[src/rtl/sdram_cmd_pkg.sv]
package sdram_cmd_pkg;
  // {RAS#, CAS#, WE#}; the chip select completes the command
  typedef enum logic [2:0] {
    CMD_MRS = 3'b000,
    CMD_REF = 3'b001,
    CMD_PRE = 3'b010,
    CMD_ACT = 3'b011,
    CMD_WR  = 3'b100,
    CMD_RD  = 3'b101,
    CMD_NOP = 3'b111
  } sd_cmd_e;

  typedef enum logic [2:0] {
    S_IDLE, S_RCD, S_CL, S_BURST, S_PRE, S_SELF, S_WAIT
  } seq_state_e;
endpackage

[src/rtl/sdram_space_map.sv]
module sdram_space_map (
  input  logic [2:0] mem_en,
  output logic [1:0] sd_mask
);
  always_comb begin
    case (mem_en)
      3'b001:  sd_mask = 2'b10;
      3'b100:  sd_mask = 2'b01;
      3'b101:  sd_mask = 2'b11;
      default: sd_mask = 2'b00;
    endcase
  end
endmodule

[src/rtl/sdram_lane_mask.sv]
module sdram_lane_mask #(
  parameter int LANES = 4
) (
  input  logic             wide,
  input  logic [LANES-1:0] be,
  output logic [LANES-1:0] wr_dqm,
  output logic [LANES-1:0] rd_dqm
);
  localparam int HALF = LANES / 2;

  logic [LANES-1:0] wide_m;
  logic [LANES-1:0] nar_m;

  for (genvar i = 0; i < LANES; i++) begin : g_lane
    // lowest byte address sits on the most significant strobe
    assign wide_m[LANES-1-i] = ~be[i];
    if (i < HALF) begin : g_low
      assign nar_m[HALF-1-i] = ~be[i];
    end else begin : g_high
      assign nar_m[i] = 1'b1;
    end
  end

  assign wr_dqm = wide ? wide_m : nar_m;
  assign rd_dqm = wide ? '0 : {{HALF{1'b1}}, {HALF{1'b0}}};
endmodule

[src/rtl/sdram_seq.sv]
module sdram_seq
  import sdram_cmd_pkg::*;
#(
  parameter int ADDR_W    = 12,
  parameter int COL_W     = 9,
  parameter int BANK_W    = 2,
  parameter int LANES     = 4,
  parameter int T_RCD     = 2,
  parameter int T_CL      = 2,
  parameter int T_RP      = 2,
  parameter int T_RC      = 4,
  parameter int T_MRD     = 2,
  parameter int T_XSR     = 4,
  parameter int BL_WIDE   = 4,
  parameter int BL_NARROW = 8
) (
  input  logic              clk,
  input  logic              rst,
  input  logic [1:0]        sd_mask,
  input  logic              wide,
  input  logic              burst_wr,
  input  logic              req_valid,
  input  logic [1:0]        req_op,
  input  logic              req_space,
  input  logic [BANK_W-1:0] req_bank,
  input  logic [ADDR_W-1:0] req_row,
  input  logic [COL_W-1:0]  req_col,
  input  logic [LANES-1:0]  wr_dqm,
  input  logic [LANES-1:0]  rd_dqm,
  input  logic              refresh_req,
  input  logic              self_req,
  output logic              req_ready,
  output logic              sd_cke,
  output logic [1:0]        sd_cs_n,
  output sd_cmd_e           sd_cmd,
  output logic [BANK_W-1:0] sd_ba,
  output logic [ADDR_W-1:0] sd_addr,
  output logic [LANES-1:0]  sd_dqm,
  output logic              rd_valid,
  output logic              wr_beat
);
  function automatic int imax(input int a, input int b);
    return (a > b) ? a : b;
  endfunction

  localparam int MAX_T = imax(imax(imax(T_RCD, T_CL), imax(T_RP, T_RC)),
                              imax(imax(T_MRD, T_XSR), imax(BL_WIDE, BL_NARROW)));
  localparam int CNT_W = $clog2(MAX_T + 1);
  localparam logic [ADDR_W-1:0] AP_BIT = ADDR_W'(1) << 10;

  seq_state_e        state;
  logic [CNT_W-1:0]  cnt;
  logic [CNT_W-1:0]  nb_m1;
  logic              ref_pend;
  logic              go_self;
  logic              op_wr;
  logic [1:0]        sel_q;
  logic [COL_W-1:0]  col_q;
  logic [LANES-1:0]  wdqm_q;
  logic [LANES-1:0]  rdqm_q;

  assign req_ready = (state == S_IDLE) && !ref_pend;

  always_ff @(posedge clk) begin
    if (rst) begin
      state    <= S_IDLE;
      cnt      <= '0;
      nb_m1    <= '0;
      ref_pend <= 1'b0;
      go_self  <= 1'b0;
      op_wr    <= 1'b0;
      sel_q    <= '0;
      col_q    <= '0;
      wdqm_q   <= '1;
      rdqm_q   <= '1;
      sd_cke   <= 1'b1;
      sd_cs_n  <= '1;
      sd_cmd   <= CMD_NOP;
      sd_ba    <= '0;
      sd_addr  <= '0;
      sd_dqm   <= '1;
      rd_valid <= 1'b0;
      wr_beat  <= 1'b0;
    end else begin
      sd_cmd   <= CMD_NOP;
      sd_cs_n  <= '1;
      sd_dqm   <= '1;
      rd_valid <= 1'b0;
      wr_beat  <= 1'b0;
      case (state)
        S_IDLE: begin
          if (ref_pend || (!req_valid && self_req)) begin
            sd_cmd  <= CMD_PRE;
            sd_cs_n <= ~sd_mask;
            sd_addr <= AP_BIT;
            go_self <= !ref_pend;
            cnt     <= CNT_W'(T_RP - 1);
            state   <= S_PRE;
          end else if (req_valid) begin
            if (req_op[1]) begin
              sd_cmd  <= CMD_MRS;
              sd_cs_n <= ~sd_mask;
              sd_addr <= req_row;
              sd_ba   <= '0;
              cnt     <= CNT_W'(T_MRD - 1);
              state   <= S_WAIT;
            end else if (sd_mask[req_space]) begin
              sd_cmd  <= CMD_ACT;
              sd_cs_n <= req_space ? 2'b01 : 2'b10;
              sel_q   <= req_space ? 2'b10 : 2'b01;
              sd_addr <= req_row;
              sd_ba   <= req_bank;
              col_q   <= req_col;
              op_wr   <= req_op[0];
              wdqm_q  <= wr_dqm;
              rdqm_q  <= rd_dqm;
              if (req_op[0] && !burst_wr) nb_m1 <= '0;
              else nb_m1 <= wide ? CNT_W'(BL_WIDE - 1) : CNT_W'(BL_NARROW - 1);
              cnt     <= CNT_W'(T_RCD - 1);
              state   <= S_RCD;
            end
          end
        end
        S_RCD: begin
          if (cnt != '0) cnt <= cnt - 1'b1;
          else begin
            sd_cs_n <= ~sel_q;
            sd_addr <= AP_BIT | {{(ADDR_W-COL_W){1'b0}}, col_q};
            if (op_wr) begin
              sd_cmd  <= CMD_WR;
              sd_dqm  <= wdqm_q;
              wr_beat <= 1'b1;
              cnt     <= nb_m1;
              state   <= S_BURST;
            end else begin
              sd_cmd <= CMD_RD;
              cnt    <= CNT_W'(T_CL - 1);
              state  <= S_CL;
            end
          end
        end
        S_CL: begin
          if (cnt != '0) cnt <= cnt - 1'b1;
          else begin
            sd_cs_n  <= ~sel_q;
            sd_dqm   <= rdqm_q;
            rd_valid <= 1'b1;
            cnt      <= nb_m1;
            state    <= S_BURST;
          end
        end
        S_BURST: begin
          if (cnt != '0) begin
            sd_cs_n  <= ~sel_q;
            sd_dqm   <= op_wr ? wdqm_q : rdqm_q;
            rd_valid <= !op_wr;
            wr_beat  <= op_wr;
            cnt      <= cnt - 1'b1;
          end else begin
            cnt   <= CNT_W'(T_RP - 1);
            state <= S_WAIT;
          end
        end
        S_PRE: begin
          if (cnt != '0) cnt <= cnt - 1'b1;
          else begin
            sd_cmd  <= CMD_REF;
            sd_cs_n <= ~sd_mask;
            if (go_self) begin
              sd_cke <= 1'b0;
              state  <= S_SELF;
            end else begin
              ref_pend <= 1'b0;
              cnt      <= CNT_W'(T_RC - 1);
              state    <= S_WAIT;
            end
          end
        end
        S_SELF: begin
          if (!self_req) begin
            sd_cke <= 1'b1;
            cnt    <= CNT_W'(T_XSR - 1);
            state  <= S_WAIT;
          end
        end
        S_WAIT: begin
          if (cnt != '0) cnt <= cnt - 1'b1;
          else state <= S_IDLE;
        end
        default: state <= S_IDLE;
      endcase
      if (refresh_req) ref_pend <= 1'b1;
    end
  end


  cke_fall_chk: assert property (@(posedge clk) disable iff (rst)
    $fell(sd_cke) |-> (sd_cmd == CMD_REF));


  self_quiet_chk: assert property (@(posedge clk) disable iff (rst)
    (!sd_cke && $past(!sd_cke)) |-> (sd_cs_n == 2'b11));


  dqm_idle_chk: assert property (@(posedge clk) disable iff (rst)
    (sd_dqm != '1) |-> (rd_valid || wr_beat));


  access_onehot_chk: assert property (@(posedge clk) disable iff (rst)
    (sd_cmd == CMD_ACT || sd_cmd == CMD_RD || sd_cmd == CMD_WR) |-> ($countones(~sd_cs_n) == 1));
endmodule

[src/rtl/sdram_cmd_ctrl.sv]
module sdram_cmd_ctrl
  import sdram_cmd_pkg::*;
#(
  parameter int ADDR_W    = 12,
  parameter int COL_W     = 9,
  parameter int BANK_W    = 2,
  parameter int T_RCD     = 2,
  parameter int T_CL      = 2,
  parameter int T_RP      = 2,
  parameter int T_RC      = 4,
  parameter int T_MRD     = 2,
  parameter int T_XSR     = 4,
  parameter int BL_WIDE   = 4,
  parameter int BL_NARROW = 8
) (
  input  logic              clk,
  input  logic              rst,
  input  logic [2:0]        cfg_mem_en,
  input  logic              cfg_wide,
  input  logic              cfg_burst_wr,
  input  logic              req_valid,
  input  logic [1:0]        req_op,
  input  logic              req_space,
  input  logic [BANK_W-1:0] req_bank,
  input  logic [ADDR_W-1:0] req_row,
  input  logic [COL_W-1:0]  req_col,
  input  logic [3:0]        req_be,
  output logic              req_ready,
  input  logic              refresh_req,
  input  logic              self_req,
  output logic              sd_cke,
  output logic [1:0]        sd_cs_n,
  output logic              sd_ras_n,
  output logic              sd_cas_n,
  output logic              sd_we_n,
  output logic [BANK_W-1:0] sd_ba,
  output logic [ADDR_W-1:0] sd_addr,
  output logic [3:0]        sd_dqm,
  output logic              rd_valid,
  output logic              wr_beat
);
  logic [1:0] map_mask;
  logic [3:0] wr_dqm;
  logic [3:0] rd_dqm;
  sd_cmd_e    cmd;

  sdram_space_map u_map (
    .mem_en  (cfg_mem_en),
    .sd_mask (map_mask)
  );

  sdram_lane_mask #(.LANES(4)) u_lane (
    .wide   (cfg_wide),
    .be     (req_be),
    .wr_dqm (wr_dqm),
    .rd_dqm (rd_dqm)
  );

  sdram_seq #(
    .ADDR_W(ADDR_W), .COL_W(COL_W), .BANK_W(BANK_W), .LANES(4),
    .T_RCD(T_RCD), .T_CL(T_CL), .T_RP(T_RP), .T_RC(T_RC),
    .T_MRD(T_MRD), .T_XSR(T_XSR), .BL_WIDE(BL_WIDE), .BL_NARROW(BL_NARROW)
  ) u_seq (
    .clk         (clk),
    .rst         (rst),
    .sd_mask     (map_mask),
    .wide        (cfg_wide),
    .burst_wr    (cfg_burst_wr),
    .req_valid   (req_valid),
    .req_op      (req_op),
    .req_space   (req_space),
    .req_bank    (req_bank),
    .req_row     (req_row),
    .req_col     (req_col),
    .wr_dqm      (wr_dqm),
    .rd_dqm      (rd_dqm),
    .refresh_req (refresh_req),
    .self_req    (self_req),
    .req_ready   (req_ready),
    .sd_cke      (sd_cke),
    .sd_cs_n     (sd_cs_n),
    .sd_cmd      (cmd),
    .sd_ba       (sd_ba),
    .sd_addr     (sd_addr),
    .sd_dqm      (sd_dqm),
    .rd_valid    (rd_valid),
    .wr_beat     (wr_beat)
  );

  assign {sd_ras_n, sd_cas_n, sd_we_n} = cmd;


  cs_map_chk: assert property (@(posedge clk) disable iff (rst)
    (sd_cs_n != 2'b11 && $stable(cfg_mem_en)) |-> ((~sd_cs_n & ~map_mask) == 2'b00));


  ready_cke_chk: assert property (@(posedge clk) disable iff (rst)
    req_ready |-> sd_cke);
endmodule

[config.mk]
export PLATFORM = sky130hd
export DESIGN_NAME = sdram_cmd_ctrl
export DESIGN_NICKNAME = d
export VERILOG_FILES = /design/src/rtl/sdram_cmd_pkg.sv /design/src/rtl/sdram_space_map.sv /design/src/rtl/sdram_lane_mask.sv /design/src/rtl/sdram_seq.sv /design/src/rtl/sdram_cmd_ctrl.sv
export SDC_FILE = /design/constraint.sdc
export NUM_CORES = 1
export LEC_CHECK = 0
export ABC_AREA = 1
export BUFFER_PORTS_ARGS = -buffer_cell sky130_fd_sc_hd__clkbuf_2
export CAP_MARGIN = 10
export CORE_ASPECT_RATIO = 1.4
export CORE_MARGIN = 3
export CORE_UTILIZATION = 49
export CTS_CLUSTER_SIZE = 10
export DETAILED_ROUTE_END_ITERATION = 7
export PLACE_DENSITY = 0.73
export SYNTH_ARGS = -nofsm -noshare
export SYNTH_HDL_FRONTEND = slang
export SYNTH_SLANG_ARGS = --single-unit
[constraint.sdc]
create_clock -name clk -period 2.15 [get_ports clk]
set_input_delay 0.645 -clock clk [delete_from_list [all_inputs] [get_ports clk]]
set_output_delay 0.645 -clock clk [all_outputs]
set_load 0.005 [all_outputs]
==> results of run 1 <==
registers in the layout (all words and copies together), names as in the netlist, 2 cells and up:
name	count
u_seq.sd_ba	2
u_seq.sel_q	2
u_seq.rdqm_q	2
u_seq.wdqm_q	4
u_seq.col_q	9
u_seq.nb_m1	2
u_seq.cnt	4
u_seq.sd_addr	12
u_seq.sd_cmd	3
u_seq.sd_dqm	4
u_seq.state	3
u_seq.sd_cs_n	2
per-layer routing:
layer  vias to the layer above  track usage  share of wire
met3                        15       0.0385          0.063
li1                       1523            -              -
met5                         -            0              0
met4                         0       0.0854          0.022
met2                       106        0.382           0.49
met1                      1324        0.248           0.43
cell type report:
type	instances	area share
Multi-Input combinational cell	322	0.454
Sequential cell	55	0.330
Timing Repair Buffer	73	0.115
Inverter	41	0.0492
Tap cell	68	0.0255
Clock buffer	5	0.0206
Clock inverter	3	0.00563
worst min-delay path by stage:
stage | from | endpoint | slack, ps
CTS | u_seq.sd_ba[1]$_SDFFE_PP0P_ | u_seq.sd_ba[1]$_SDFFE_PP0P_ | 480
global route | u_seq.sel_q[1]$_SDFFE_PP0P_ | u_seq.sel_q[1]$_SDFFE_PP0P_ | 510
finish | u_seq.sel_q[1]$_SDFFE_PP0P_ | u_seq.sel_q[1]$_SDFFE_PP0P_ | 480
global placement | u_seq.sd_ba[0]$_SDFFE_PP0P_ | u_seq.sd_ba[0]$_SDFFE_PP0P_ | 450
floorplan | u_seq.sel_q[1]$_SDFFE_PP0P_ | u_seq.sel_q[1]$_SDFFE_PP0P_ | 440
detailed placement | u_seq.sd_ba[1]$_SDFFE_PP0P_ | u_seq.sd_ba[1]$_SDFFE_PP0P_ | 460
worst max-delay path: cells and delay by family (launching register included):
family | cells | cell delay [ps]
and+or+nand+nor | 2 | 210
DFF | 1 | 600
buffers and inverters | 2 | 220
cell usage after synthesis, types with 3 or more instances:
cell type	count	area, um^2
dfxtp_1	55	1100
buf_6	4	45.0
buf_2	6	30.0
nand4_1	5	31.3
nor2_1	75	282
o2111ai_1	5	43.8
nand3_1	32	160
o21ai_0	38	190
inv_2	3	11.3
clkbuf_1	4	15.0
a21oi_1	19	95.1
inv_1	35	131
nor2_2	6	37.5
nand2_1	120	450
logic make-up after synthesis:
group                    count (synthesis)  share of synthesized area
AND/OR/NAND/NOR                        252                      0.387
AO/OA/AOI/OAI                           67                      0.127
buffers and inverters                   57                     0.0921
flip-flops                              55                      0.382
adder cells (fa/ha/maj)                  2                    0.00869
XOR/XNOR                                 1                    0.00304
metrics by stage:
step | hold slack (ps) | area, um^2 | worst slack (ps) | std cells | util
floorplan | 437 | 2880 | 512 | 434 | -
global placement | 452 | 3250 | 247 | 559 | 0.579
detailed placement | 464 | 3250 | 225 | 559 | 0.579
CTS | 480 | 3330 | 190 | 567 | 0.595
global route | 506 | 3330 | 104 | 567 | 0.595
finish | 477 | 3330 | 152 | 567 | 0.595
where the power goes:
group          total, W  internal (W)  switching [W]
clock network  0.000579      0.000230       0.000349
registers       0.00147       0.00128       0.000190
logic           0.00212      0.000775        0.00135
total           0.00417       0.00229        0.00189
==> results.json, run 1 <==
{
  "status": "complete, no violations",
  "whs_path_depth": 2,
  "cts_resized": 0,
  "crit_fanout": 10,
  "clkTransAtPathRegs_ps": 100,
  "htreeDepth": 2,
  "crit_required_ps": 1500,
  "setup_viol": 0,
  "ys_async_sr_fraction": 0,
  "nets": 540,
  "antennaDiodeCount": 0,
  "path_cells": "inv_4 -> nand2_4 -> nor2_1 -> clkbuf_2",
  "fin_crit_ps": 2000,
  "maxCapViolations": 0,
  "grt-ovfl-total": 0,
  "netlist_area_um2": 2880,
  "synthDistinctLibCells": 33,
  "min_period_over_period": 0.929,
  "r2r_end": "u_seq.sd_addr[11]$_SDFFE_PP0P_",
  "first_global_vias": 2810,
  "synth_cells": 434,
  "syn_area_per_cell_um2": 6.63,
  "grt.total_usage": 0.214,
  "skew_ps": 7.54,
  "numCtsBuffers": 5,
  "synth_edf_count": 0,
  "max_freq_mhz": 500,
  "crit_path_end_kind": "output pin",
  "cts.sinks": 55,
  "tightest_slew_ps": 443,
  "coreArea_um2": 5610,
  "cts_hold_buffers": 0,
  "cts_tree": "built",
  "rsz0062_at_grt": "no",
  "start_util": 0.514,
  "die_w_um": 70.8,
  "post_cts_buffers": 0,
  "portBuffers": 66,
  "yosys_warnings": 0,
  "first_pass_iters": 4,
  "multi_input_area_um2": 1510,
  "die-area_um2": 6840,
  "maxSlewViolCount": 0,
  "grt_max_degree": 30,
  "ir_drop_mv": 0.592,
  "grt_antenna_before_repair": 0,
  "worst_setup_path_start_kind": "flip-flop",
  "cts_root_buffer": "clkbuf_8",
  "mostFrequentLayoutCell": "nand2_1",
  "p_leak_nw": 1.66,
  "path_class": "flip-flop to output pin",
  "crit_path_top_delay_cell": "dfxtp_1",
  "final_hold_viol_count": 0,
  "cts_max_path_buffers": 2,
  "slew_headroom": 0.704,
  "drt-initial-drc-count": 144,
  "hp-class": "flip-flop to flip-flop",
  "io-pin-count": 67,
  "mostFrequentLayoutCells": "nand2_1 (120), nor2_1 (75), clkbuf_2 (66), dfxtp_1 (55), o21ai_0 (38)",
  "drive_above_1_share": 0.204,
  "rows": 32,
  "r2r_setup_slack_ps": 290,
  "finalPower_w": 0.00417,
  "die_y_um": 96.7,
  "area.sequential_um2": 1100,
  "crit_arrival_ps": 1350,
  "grt_pass1_wl_um": 12100,
  "drt-wirelength-per-cell_um": 12.7,
  "ys_seq_elements": 55,
  "finalWeightedCongestion": 0.922,
  "dr_total_vias": 2968,
  "drtAntennaViolNets": 0,
  "fillers": 572,
  "setup_tns_ps": 0,
  "ys_seq_area_frac": 0.382,
  "synth_fp_nets": 476,
  "synth_flop_cell": "dfxtp_1",
  "crit_end": "req_ready",
  "dp_hpwl_um": 5620,
  "rr_worst_depth": 11,
  "clkLatencyLatePin_ps": 320,
  "startpoint": "u_seq.state[2]$_SDFFE_PP0P_",
  "vias_per_cell": 5.23,
  "timing.rr.start": "u_seq.cnt[0]$_SDFFE_PP0P_",
  "power_density_nw_per_um2": 1250,
  "drc": 0,
  "worst_path_largest_cell_delay_ps": 600,
  "areaGrowthSynthToFinish_pct": 15.8,
  "routed_wl_um": 7190
}
No activity file was read; power rests on OpenSTA's default activity.
==> inputs of run 2 (changes only) <==
--- a/config.mk
+++ b/config.mk
@@ -10,10 +10,10 @@
 export CAP_MARGIN = 10
 export CORE_ASPECT_RATIO = 1.4
 export CORE_MARGIN = 3
-export CORE_UTILIZATION = 49
+export CORE_UTILIZATION = 48
 export CTS_CLUSTER_SIZE = 10
 export DETAILED_ROUTE_END_ITERATION = 7
-export PLACE_DENSITY = 0.73
+export PLACE_DENSITY = 0.74
 export SYNTH_ARGS = -nofsm -noshare
 export SYNTH_HDL_FRONTEND = slang
 export SYNTH_SLANG_ARGS = --single-unit
==> constraint.sdc (replaced) <==
create_clock -name clk -period 1.62 [get_ports clk]
set_input_delay 0.486 -clock clk [delete_from_list [all_inputs] [get_ports clk]]
set_output_delay 0.486 -clock clk [all_outputs]
set_load 0.005 [all_outputs]
==> results.json, run 2 (same netlist as run 1, synthesis figures left out) <==
{
  "path_cells": "nor2_4 -> nand2_4 -> nor2_2 -> clkbuf_2",
  "cts_max_path_buffers": 2,
  "r2r_setup_slack_ps": 100,
  "worst_path_largest_cell_delay_ps": 370,
  "setup_slack_ps": -15.0,
  "dr_total_vias": 3112,
  "mostFrequentLayoutCells": "nand2_1 (116), nor2_1 (73), clkbuf_2 (66), dfxtp_1 (51)",
  "p_leak_nw": 1.83,
  "clkTransAtPathRegs_ps": 100,
  "io-pin-count": 67,
  "fillers": 542,
  "maxCapViolations": 0,
  "fin_crit_ps": 1640,
  "drt-initial-drc-count": 154,
  "vias_per_cell": 5.22,
  "met3_usage": 0.0455,
  "clkPwrFrac": 0.129,
  "areaGrowthSynthToFinish_pct": 27.7,
  "portBuffers": 66,
  "drc": 0,
  "start_util": 0.510,
  "numCtsBuffers": 5,
  "p_sw_w": 0.00273,
  "die-area_um2": 6980,
  "mostFrequentLayoutCell": "nand2_1",
  "die_w_um": 71.5,
  "drt-wirelength-per-cell_um": 13.2,
  "cell_internal_pwr_w": 0.00345,
  "grt.met1_usage": 0.261,
  "final_cell_count_no_fill": 596,
  "routed_wl_um": 7890,
  "min_period_over_period": 1.01,
  "finalWeightedCongestion": 0.947,
  "maxSlewViolCount": 0,
  "tightest_slew_ps": 327,
  "first_pass_iters": 4,
  "dp_hpwl_um": 6060,
  "drtAntennaViolNets": 0,
  "power_frac_comb": 0.558,
  "regMostFlops": "u_seq.sd_addr",
  "first_global_vias": 2981,
  "largest_reg_flops": 12,
  "final_hold_viol_count": 0,
  "status": "complete, but fails checks",
  "switching_share": 0.442,
  "seq_power_share": 0.313,
  "timing.rr.start": "u_seq.cnt[1]$_SDFFE_PP0P_",
  "rows": 32,
  "crit_path_top_delay_cell": "dfxtp_4",
  "hp-start": "refresh_req",
  "cts_root_buffer": "clkbuf_8",
  "slew_headroom": 0.782,
  "post-route-util": 0.651,
  "setup_tns_ps": -15.0,
  "power_density_nw_per_um2": 1680,
  "grt_pass1_wl_um": 13200,
  "antennaDiodeCount": 0,
  "cts_tree": "built",
  "rr_worst_depth": 11,
  "ir_drop_mv": 0.761,
  "skew_ps": 7.96,
  "grt-ovfl-total": 0,
  "crit_arrival_ps": 1150,
  "violations": "setup timing",
  "crit_required_ps": 1130,
  "max_freq_mhz": 612,
  "whs_path_depth": 3,
  "setup_viol": 1,
  "grt.total_usage": 0.233,
  "path_class": "flip-flop to output pin",
  "finalPower_w": 0.00619,
  "worst_setup_path_start_kind": "flip-flop",
  "htreeDepth": 2,
  "busiest_layer": "met2",
  "grt_antenna_before_repair": 0,
  "dp_slack_ps": -103,
  "hp-class": "input pin to flip-flop",
  "clkLatencyLatePin_ps": 320,
  "crit_family": "flip-flops",
  "cts.sinks": 55,
  "top_regs": "u_seq.sd_addr: 12 flops, u_seq.col_q: 9 flops",
  "crit_fanout": 5,
  "met2_usage": 0.413,
  "nets": 569,
  "drive_above_1_share": 0.286,
  "die_y_um": 97.6,
  "crit_path_end_kind": "output pin",
  "r2r_end": "u_seq.sd_addr[10]$_SDFFE_PP0P_",
  "coreArea_um2": 5650,
  "dp.cells": 583,
  "grt_max_degree": 23,
  "rsz0062_at_grt": "yes",
  "hold_end": "u_seq.ref_pend$_SDFFE_PP0P_",
  "critPathBufInv": 1,
  "cp.depth": 4
}
[run 2: changes by cell type in the layout (fill, tap and decap cells not counted), sizes merged]
| cell | previous run | this run |
|---|---|---|
| buf | 7 | 36 |
| clkinv | 2 | 1 |
| inv | 42 | 43 |
[run 2: layout make-up]
type                            count  area (um^2)  area share
Multi-Input combinational cell    322         1580       0.429
Sequential cell                    55         1110       0.302
Timing Repair Buffer              102          642       0.175
Inverter                           41          166      0.0453
Tap cell                           68         85.1      0.0231
Clock buffer                        5         68.8      0.0187
Clock inverter                      3         26.3     0.00715
[run 2: worst max path at each step]
stage	startpoint	slack, ps	endpoint
final	u_seq.state[0]$_SDFFE_PP0P_	-20	req_ready
after global routing	u_seq.state[0]$_SDFFE_PP0P_	-80	req_ready
after CTS	u_seq.state[0]$_SDFFE_PP0P_	-20	req_ready
after detailed placement	u_seq.state[0]$_SDFFE_PP0P_	-100	u_seq.cnt[0]$_SDFFE_PP0P_
after global placement	u_seq.state[0]$_SDFFE_PP0P_	-50	u_seq.cnt[0]$_SDFFE_PP0P_
after floorplan	u_seq.cnt[0]$_SDFFE_PP0P_	110	u_seq.state[1]$_SDFFE_PP0P_
[run 2: per-layer routing]
metal  part of all wire  wire [um]  up-vias
met1               0.39       3100     1386
met4              0.033        260        0
met2               0.51       4020      118
met5                  0          0        -
li1                   -          -     1583
met3              0.064        504       25
[run 2: power by group through the flow]
stage / combinational (W) / sequential [W] / clock (W)
after global routing: 0.00385 / 0.00197 / 0.000866
after global placement: 0.00305 / 0.00194 / 0
after detailed placement: 0.00309 / 0.00195 / 0
after floorplan: 0.00206 / 0.00194 / 0
after CTS: 0.00314 / 0.00193 / 0.000819
final: 0.00345 / 0.00194 / 0.000799
[run 2: tightest hold or removal path, cell delays in order]
cell,delay [ps]
clkbuf_2,80
inv_1,40
a21oi_1,50
[run 2: repair_timing]
item,CTS,global route
resized for setup,5,34
setup endpoints to repair,9,27
pin swaps,1,5
hold buffers,0,0
buffers inserted,1,4
[run 2: stage by stage]
stage / hold WS [ps] / cell area, um^2
2_1_floorplan: 437 / 2880
3_3_place_gp: 450 / 3460
3_5_place_dp: 463 / 3460
4_1_cts: 377 / 3580
5_1_grt: 408 / 3680
6_report: 379 / 3680
